$ cat config.mk
export PLATFORM = sky130hd
export DESIGN_NAME = ws_adder
export DESIGN_NICKNAME = d
export VERILOG_FILES = /design/src/rtl/ws_pkg.sv /design/src/rtl/ws_bit_gp.sv /design/src/rtl/ws_span_tree.sv /design/src/rtl/ws_window_carry.sv /design/src/rtl/ws_adder.sv
export SDC_FILE = /design/constraint.sdc
export NUM_CORES = 1
export LEC_CHECK = 0
export BUFFER_PORTS_ARGS = -buffer_cell sky130_fd_sc_hd__buf_2
export CORE_AREA = 2 2 135 85
export DETAILED_ROUTE_END_ITERATION = 8
export DIE_AREA = 0 0 137 87
export PLACE_DENSITY = 0.79
export SLEW_MARGIN = 20
export SYNTH_ARGS = -nofsm -noshare
export SYNTH_HDL_FRONTEND = slang
export SYNTH_SLANG_ARGS = --single-unit
$ cat constraint.sdc
create_clock -name vclk -period 7.9
set_input_delay 1.58 -clock vclk [all_inputs]
set_output_delay 1.58 -clock vclk [all_outputs]
set_load 0.05 [all_outputs]
$ cat src/rtl/ws_pkg.sv
`timescale 1ns/1ps
package ws_pkg;

   // generate / propagate pair of one bit or of a contiguous group
   typedef struct packed {
      logic g;
      logic p;
   } gp_t;

   // merge a higher group with the group directly beneath it
   function automatic gp_t gp_join(input gp_t hi, input gp_t lo);
      gp_t r;
      r.g = hi.g | (hi.p & lo.g);
      r.p = hi.p & lo.p;
      return r;
   endfunction

   localparam gp_t GP_EMPTY = '{g: 1'b0, p: 1'b1};  // neutral element
   localparam gp_t GP_PAD   = '{g: 1'b0, p: 1'b0};  // position below bit 0

endpackage

$ cat src/rtl/ws_bit_gp.sv
`timescale 1ns/1ps
module ws_bit_gp
   import ws_pkg::*;
#(
   parameter int W = 64
) (
   input  logic [W-1:0] op_a,
   input  logic [W-1:0] op_b,
   output gp_t  [W-1:0] gp
);

   for (genvar i = 0; i < W; i++) begin : g_bit
      assign gp[i].g = op_a[i] & op_b[i];
      assign gp[i].p = op_a[i] ^ op_b[i];
   end

endmodule

$ cat src/rtl/ws_span_tree.sv
`timescale 1ns/1ps
// Node [l][j] holds the group of 2**l positions ending at j; positions
// below bit 0 act as non-propagating zeros, so short groups stay exact.
module ws_span_tree
   import ws_pkg::*;
#(
   parameter int W  = 64,
   parameter int LV = 4
) (
   input  gp_t [W-1:0]         base,
   output gp_t [LV-1:0][W-1:0] lvl
);

   assign lvl[0] = base;

   for (genvar l = 1; l < LV; l++) begin : g_lvl
      localparam int HOP = 1 << (l - 1);
      for (genvar j = 0; j < W; j++) begin : g_node
         if (j >= HOP) begin : g_pair
            assign lvl[l][j] = gp_join(lvl[l-1][j], lvl[l-1][j-HOP]);
         end else begin : g_edge
            assign lvl[l][j] = gp_join(lvl[l-1][j], GP_PAD);
         end
      end
   end

endmodule

$ cat src/rtl/ws_window_carry.sv
`timescale 1ns/1ps
// For each bit i, stitches the K-1 positions below it out of power-of-two
// groups, then folds in the guessed carry at the bottom of that span.
module ws_window_carry
   import ws_pkg::*;
#(
   parameter int W  = 64,
   parameter int K  = 16,
   parameter int LV = 4
) (
   input  gp_t [LV-1:0][W-1:0] lvl,
   input  logic [W-1:0]        guess,
   output logic [W-1:0]        carry,
   output logic                miss
);

   localparam int SPAN = K - 1;
   logic [W-1:0] run_hit;

   assign carry[0]   = 1'b0;
   assign run_hit[0] = 1'b0;

   for (genvar i = 1; i < W; i++) begin : g_col
      gp_t acc;
      always_comb begin
         int top;
         acc = GP_EMPTY;
         top = i - 1;
         for (int b = 0; b < LV; b++) begin
            if (SPAN[b]) begin
               if (top >= 0) acc = gp_join(acc, lvl[b][top]);
               else          acc = gp_join(acc, GP_PAD);
               top = top - (1 << b);
            end
         end
      end
      assign carry[i] = acc.g | (acc.p & guess[i]);
      if (i >= K) begin : g_hi
         assign run_hit[i] = acc.p;
      end else begin : g_lo
         assign run_hit[i] = 1'b0;
      end
   end

   assign miss = |run_hit;

endmodule

$ cat src/rtl/ws_adder.sv
`timescale 1ns/1ps
module ws_adder
   import ws_pkg::*;
#(
   parameter int W         = 64,
   parameter int K         = 16,
   parameter int BIAS_MODE = 0
) (
   input  logic [W-1:0] op_a,
   input  logic [W-1:0] op_b,
   output logic [W-1:0] sum,
   output logic         miss
);

   localparam int LV = (K > 1) ? $clog2(K) : 1;

   if (W < 2) begin : g_bad_w
      $error("ws_adder: W must be at least 2");
   end
   if (K < 2 || K > W) begin : g_bad_k
      $error("ws_adder: K must lie in 2..W");
   end
   if (BIAS_MODE != 0 && BIAS_MODE != 1) begin : g_bad_mode
      $error("ws_adder: BIAS_MODE must be 0 or 1");
   end

   gp_t  [W-1:0]         gp;
   gp_t  [LV-1:0][W-1:0] lvl;
   logic [W-1:0]         guess;
   logic [W-1:0]         carry;
   logic [W-1:0]         prop;

   ws_bit_gp #(.W(W)) u_gp (
      .op_a (op_a),
      .op_b (op_b),
      .gp   (gp)
   );

   ws_span_tree #(.W(W), .LV(LV)) u_tree (
      .base (gp),
      .lvl  (lvl)
   );

   for (genvar i = 0; i < W; i++) begin : g_guess
      if (BIAS_MODE == 1 && i >= K) begin : g_anti
         assign guess[i] = op_a[i-K];
      end else begin : g_zero
         assign guess[i] = 1'b0;
      end
      assign prop[i] = gp[i].p;
   end

   ws_window_carry #(.W(W), .K(K), .LV(LV)) u_win (
      .lvl   (lvl),
      .guess (guess),
      .carry (carry),
      .miss  (miss)
   );

   assign sum = prop ^ carry;

endmodule

==> summary.txt, run 1 <==
Timing
  – Worst slew margin: 0.548
  – Final Hold Fails: 0
  – Fmax: between 150 and 200 MHz
  – Worst slew pin tran: approximately 670 ps
  – Fin Setup TNS: 0 ps
  – Final critical-path required period: approximately 5600 ps
  – Setup violations, final: 0
  – RSZ-0062 raised after global routing: no
  – Final Slew Violations: 0
  – Fin crit share: 0.711

Route
  – Drt via density: roughly 6.5
  – Routed wl met3: 2940 um
  – Highest Signal Layer: met4
  – Met2 WL: between 7000 and 8000 um
  – WL/cell: about 19 um
  – Post-Route WL: slightly above 20,000 um
  – Initial drt markers: between 900 and 1k
  – Vias post-DR: between 7k and 8k
  – Wl on met1: 9880 um
  – ANT nets after route: 0
  – Drt pass-1 iters: 5
  – DRC: 0

Worst setup path
  – WP buf/inv: 2
  – CP top delay family: compound AO/OA/AOI/OAI gates
  – Critical path type: primary input to output pin
  – Max FO, Critical Path: 11
  – Crit path max-delay cell type: a221oi_1
  – Worst Path Required: around 6300 ps
  – Worst path arrival time: 4040 ps
  – Crit end category: output pin
  – Crit-path max cell delay: about 560 ps
  – Startpoint Class: primary input
  – Critical path cell sequence: buf_2 -> ha_1 -> a21o_1 -> a21o_1 -> a221oi_1 -> nor3_1 -> a211oi_1 -> xnor2_1 -> buf_2

Die
  – Die Area: between 0.01 and 0.015 mm2
  – Die X: 137 um
  – Height of the die: slightly below 90 um
  – FP Rows: 30
  – Starting Density: 0.482
  – Core area: 0.0108 mm2
  – Top Ports: roughly 190

Placed design
  – HPWL Detailed: around 17,000 um
  – Cell Area, Placed: 0.00609 mm2
  – Routability cong.: just over 1
  – PortBufs: 193

Cells and area
  – Fill cell count: ~1.1k
  – Design area: 0.00609 mm2
  – Layout Nets: approximately 1.1k
  – Diode count: 0
  – Ratio of cells with drive above 1 in the final layout: 0.220
  – Register area: 0 um2
  – Clock Buffer Count: 0
  – Synth-to-Final Area Change: 16.9%
  – Seq_cells: 0

Power
  – Cell Pwr Density: 138 mW/mm2
  – Worst vdd ir: about 0.096 mV
  – Leakage: between 0.002 and 0.003 uW

Run status
  – Status: finished, final reports clean

Synthesis
  – Mean Syn Cell Area: approximately 6.5 um2
  – Netlist area before placement: approximately 0.0052 mm2
  – Seq/Total Area, Yosys: 0
  – Synth unique cells: 71
  – Syn Nets: 989
  – Ys Warns: 0
  – Syn Inst Count: around 800

Clocking
  – Post-cts resize count: 0
  – Cts-stage hold buffer count: 0
  – Post-CTS setup buffers: 0

Global route
  – First-pass GRT wire length: approximately 31,000 um
  – Initial antenna violation count: 0
  – Vias in the first global route: 5,897
  – GRT Residual Overflow: 0
  – GRT Total Usage: 0.322
  – Largest net degree at the start of global routing: 17

Run
  – Max_cap viols: 0

Hold path
  – Hold Path Class: primary input to output pin
==> cells in the final DEF (no fill, tap or decap), types with 12 or more instances in the layout <==
cell and count:
nand3_1 39, a211oi_1 16, o21ai_0 30, ha_1 63, a221oi_1 14, nor2_1 48, buf_2 193, xnor2_1 47
o21ai_1 31, a31oi_1 14, nand2_1 61, o21bai_1 12, nor3_1 18, a21o_1 50, a21oi_1 93, nand4_1 37
inv_1 35
==> where the power goes <==
| part | internal, uW | switching (uW) |
|---|---|---|
| clock | 0 | 0 |
| combinational | 241 | 602 |
| sequential | 0 | 0 |
==> cells in the mapped netlist (4+ instances only) <==
cell	number	area, um2
o21a_1	8	60.1
nor3_1	18	90.1
nand2_1	61	229
nor2_1	48	180
nor4_1	6	37.5
a211oi_1	16	120
o221ai_1	7	61.3
and4_1	5	43.8
nand3b_1	5	37.5
xor2_1	8	70.1
nand3_1	39	195
o211ai_1	6	45.0
a21o_1	50	375
o22ai_1	4	25.0
nand4_1	37	231
or3_1	5	31.3
o21ai_1	31	155
a31oi_1	14	87.6
xnor2_1	47	412
inv_1	35	131
o31ai_1	5	37.5
o21ai_0	30	150
ha_1	63	788
a21oi_1	93	465
a221oi_1	14	123
a41oi_1	5	43.8
nand2b_1	5	31.3
clkbuf_1	10	37.5
o21bai_1	12	90.1
buf_2	37	185
nor2b_1	7	43.8
==> cell type report <==
cell class | count | area, um2 | share of cell area
Timing Repair Buffer | 193 | 966 | 0.159
Tap cell | 144 | 180 | 0.0296
Inverter | 35 | 131 | 0.0216
Multi-Input combinational cell | 708 | 4810 | 0.790
==> kinds of logic after synthesis <==
group,count (synthesis),share of synthesized area
AND/OR/NAND/NOR,255,0.249
buffers and inverters,88,0.0766
XOR/XNOR,55,0.0925
AO/OA/AOI/OAI,330,0.417
adder cells (fa/ha/maj),65,0.159
multiplexers,3,0.00577
==> routing by layer <==
metal / track usage / up-vias
met5: 0 / -
met4: 0.00656 / 0
met3: 0.0803 / 11
met2: 0.428 / 468
met1: 0.526 / 3213
li1: - / 3350
==> path summary, 6_finish.rpt <==
kind	cells after the start	slack, ps	from	endpoint
worst max-delay path	9	2280	op_a[22]	sum[32]
worst min-delay path	3	3610	op_b[0]	sum[0]
==> stage by stage <==
step | utilization | power, uW | setup WS [ps] | cells | hold slack [ps]
after floorplan | - | 633 | 1170 | 796 | 3530
after global placement | 0.563 | 823 | 2360 | 1080 | 3600
after detailed placement | 0.563 | 824 | 2390 | 1080 | 3620
after CTS | 0.563 | 827 | 2360 | 1080 | 3620
after global routing | 0.563 | 896 | 2120 | 1080 | 3640
final | 0.563 | 843 | 2280 | 1080 | 3610
(Power assumes the default switching activity.)
==> run 2, diff against run 1 <==
--- a/config.mk
+++ b/config.mk
@@ -5,11 +5,12 @@
 export SDC_FILE = /design/constraint.sdc
 export NUM_CORES = 1
 export LEC_CHECK = 0
+export ABC_AREA = 1
 export BUFFER_PORTS_ARGS = -buffer_cell sky130_fd_sc_hd__buf_2
-export CORE_AREA = 2 2 135 85
+export CORE_AREA = 2 2 143 89
 export DETAILED_ROUTE_END_ITERATION = 8
-export DIE_AREA = 0 0 137 87
-export PLACE_DENSITY = 0.79
+export DIE_AREA = 0 0 145 91
+export PLACE_DENSITY = 0.78
 export SLEW_MARGIN = 20
 export SYNTH_ARGS = -nofsm -noshare
 export SYNTH_HDL_FRONTEND = slang
==> constraint.sdc (replaced) <==
create_clock -name vclk -period 5.2
set_input_delay 1.04 -clock vclk [all_inputs]
set_output_delay 1.04 -clock vclk [all_outputs]
set_load 0.05 [all_outputs]
==> summary.txt, run 2 <==
Timing
  – Setup violations, final: 0
  – Fin Setup TNS: 0 ps
  – Worst slew margin: 0.636
  – Fmax: approximately 240 MHz
  – Final Hold Fails: 0
  – Final critical-path required period: between 4000 and 5000 ps
  – Final Slew Violations: 0
  – RSZ-0062 raised after global routing: no
  – Worst slew pin tran: 541 ps
  – Fin crit share: 0.803

Global route
  – GRT Total Usage: 0.350
  – GRT Residual Overflow: 0
  – Largest net degree at the start of global routing: 8
  – First-pass GRT wire length: roughly 38,000 um
  – Initial antenna violation count: 0
  – Vias in the first global route: around 7.4k

Die
  – FP Rows: 31
  – Starting Density: 0.493
  – Height of the die: 91 um
  – Top Ports: between 150 and 200
  – Die X: 145 um
  – Die Area: about 0.013 mm2
  – Core area: around 0.012 mm2

Route
  – DRC: 0
  – Post-Route WL: 24,200 um
  – ANT nets after route: 0
  – Vias post-DR: 8,595
  – Drt pass-1 iters: 6
  – Initial drt markers: approximately 1.2k
  – Drt via density: ~5.4
  – WL/cell: around 15 um

Synthesis
  – Syn Inst Count: 1,221
  – Mean Syn Cell Area: 4.78 um2
  – Seq/Total Area, Yosys: 0
  – Netlist area before placement: between 0.005 and 0.006 mm2
  – Synth top area share: 0.252
  – Cell with the most instances after synthesis: nand2_1
  – Top cells by area, synth: nand2_1 25%, ha_1 14%, inv_1 13%, nor2_1 12%, a21oi_1 10%
  – Synth unique cells: 28
  – Ys Warns: 0
  – Top post-synthesis cells by count: 392 x nand2_1, 209 x inv_1, 194 x nor2_1
  – Syn Nets: about 1.4k
  – Cell taking the most area after synthesis: nand2_1

Run status
  – Status: finished, final reports clean

Power
  – Sw frac: 0.736
  – Internal cell power: ~310 uW
  – Worst vdd ir: roughly 0.12 mV
  – Psw: 875 uW
  – Cell Pwr Density: approximately 170 mW/mm2
  – Clock share of power: 0
  – Logic pwr share: 1.000
  – Sequential Power Share: 0
  – Leakage: between 0.004 and 0.005 uW
  – Pwr Total: between 1000 and 1500 uW

Worst setup path
  – Worst Path Required: 4160 ps
  – Critical path type: primary input to output pin
  – Worst path arrival time: between 3000 and 4000 ps
  – CP Capture Point: sum[63]
  – Setup crit start: op_b[55]
  – Crit end category: output pin
  – Startpoint Class: primary input
  – Max FO, Critical Path: 7

Clocking
  – Post-cts resize count: 0
  – Cts-stage hold buffer count: 0
  – Post-CTS setup buffers: 0

Run
  – Max_cap viols: 0

Cells and area
  – Commonest non-fill, non-tap cell in the layout: nand2_1
  – Layout Nets: 1,608
  – Fill cell count: ~1.3k
  – Synth-to-Final Area Change: 20.0%
  – Finished Core Util: 0.592
  – Seq_cells: 0
  – Clock Buffer Count: 0
  – Finished Layout Cells: between 1.5k and 2k
  – Diode count: 0
  – Ratio of cells with drive above 1 in the final layout: 0.154
  – Commonest cells after routing, fill and taps aside: 392 x nand2_1, 209 x inv_1, 194 x nor2_1
  – Register area: 0 um2

Hold path
  – Hold Path Class: primary input to output pin

Placed design
  – Routability cong.: between 1 and 1.5
  – PortBufs: a little under 200
  – Inst Count DP: roughly 1.6k
  – HPWL Detailed: between 20,000 and 25,000 um
-- run 2: cell types whose count changed after synthesis, sizes merged, moves of 36 or more --
| cell | before | now |
|---|---|---|
| a21o | 50 | 4 |
| inv | 35 | 214 |
| xnor2 | 47 | 5 |
| buf | 43 | 1 |
| nand4 | 38 | 2 |
| nand2 | 61 | 397 |
| nor2 | 49 | 204 |
-- run 2: logic make-up (layout without fill, tap and decap cells) --
kind of cell,after synthesis,in the layout,share of synthesized area
compound gates,241,241,0.231
buf+inv,215,407,0.139
xor+xnor,13,13,0.0195
simple gates,687,687,0.469
fa+ha+maj,65,65,0.142
-- run 2: worst min path at each step --
stage	from	to	slack [ps]	cells past startpoint
2_1_floorplan	op_b[0]	sum[0]	2450	1
3_5_place_dp	op_a[63]	sum[63]	2540	5
5_1_grt	op_a[63]	sum[63]	2560	5
6_report	op_a[63]	sum[63]	2530	5
4_1_cts	op_a[63]	sum[63]	2540	5
3_3_place_gp	op_b[0]	sum[0]	2520	3
-- run 2: per-stage QoR --
step / setup slack (ps) / cell area, um2 / hold WS (ps)
final: 1020 / 7000 / 2530
after global routing: 956 / 7000 / 2560
after CTS: 1150 / 7000 / 2540
after detailed placement: 1160 / 7000 / 2540
after global placement: 1110 / 7000 / 2520
after floorplan: 1370 / 5840 / 2450
-- run 2: area by class of cell --
type                            count  area [um2]  share of cell area
Inverter                          214         803               0.115
Multi-Input combinational cell   1006        5030               0.718
Tap cell                          165         206              0.0295
Timing Repair Buffer              193         966               0.138
-- run 2: routing by layer --
| metal | GRT usage | vias to the layer above | part of all wire |
|---|---|---|---|
| li1 | - | 4252 | - |
| met3 | 0.0980 | 6 | 0.16 |
| met4 | 0.00165 | 0 | 0.0015 |
| met5 | 0 | - | 0 |
| met2 | 0.413 | 593 | 0.32 |
| met1 | 0.606 | 3744 | 0.52 |
-- run 2: power groups by stage --
| stage | sequential (uW) | combinational [uW] | clock, uW |
|---|---|---|---|
| 6_report | 0 | 1190 | 0 |
| 4_1_cts | 0 | 1160 | 0 |
| 5_1_grt | 0 | 1280 | 0 |
| 2_1_floorplan | 0 | 853 | 0 |
| 3_3_place_gp | 0 | 1150 | 0 |
| 3_5_place_dp | 0 | 1150 | 0 |
-- run 2: critical path, cell delays in order --
cell and delay [ps]:
buf_2 100, ha_1 410, inv_1 80, o21ai_0 450
a21oi_1 190, o21ai_0 160, nand2_1 230, nand2_1 120
nand2_1 50, nand2_1 50, buf_2 270
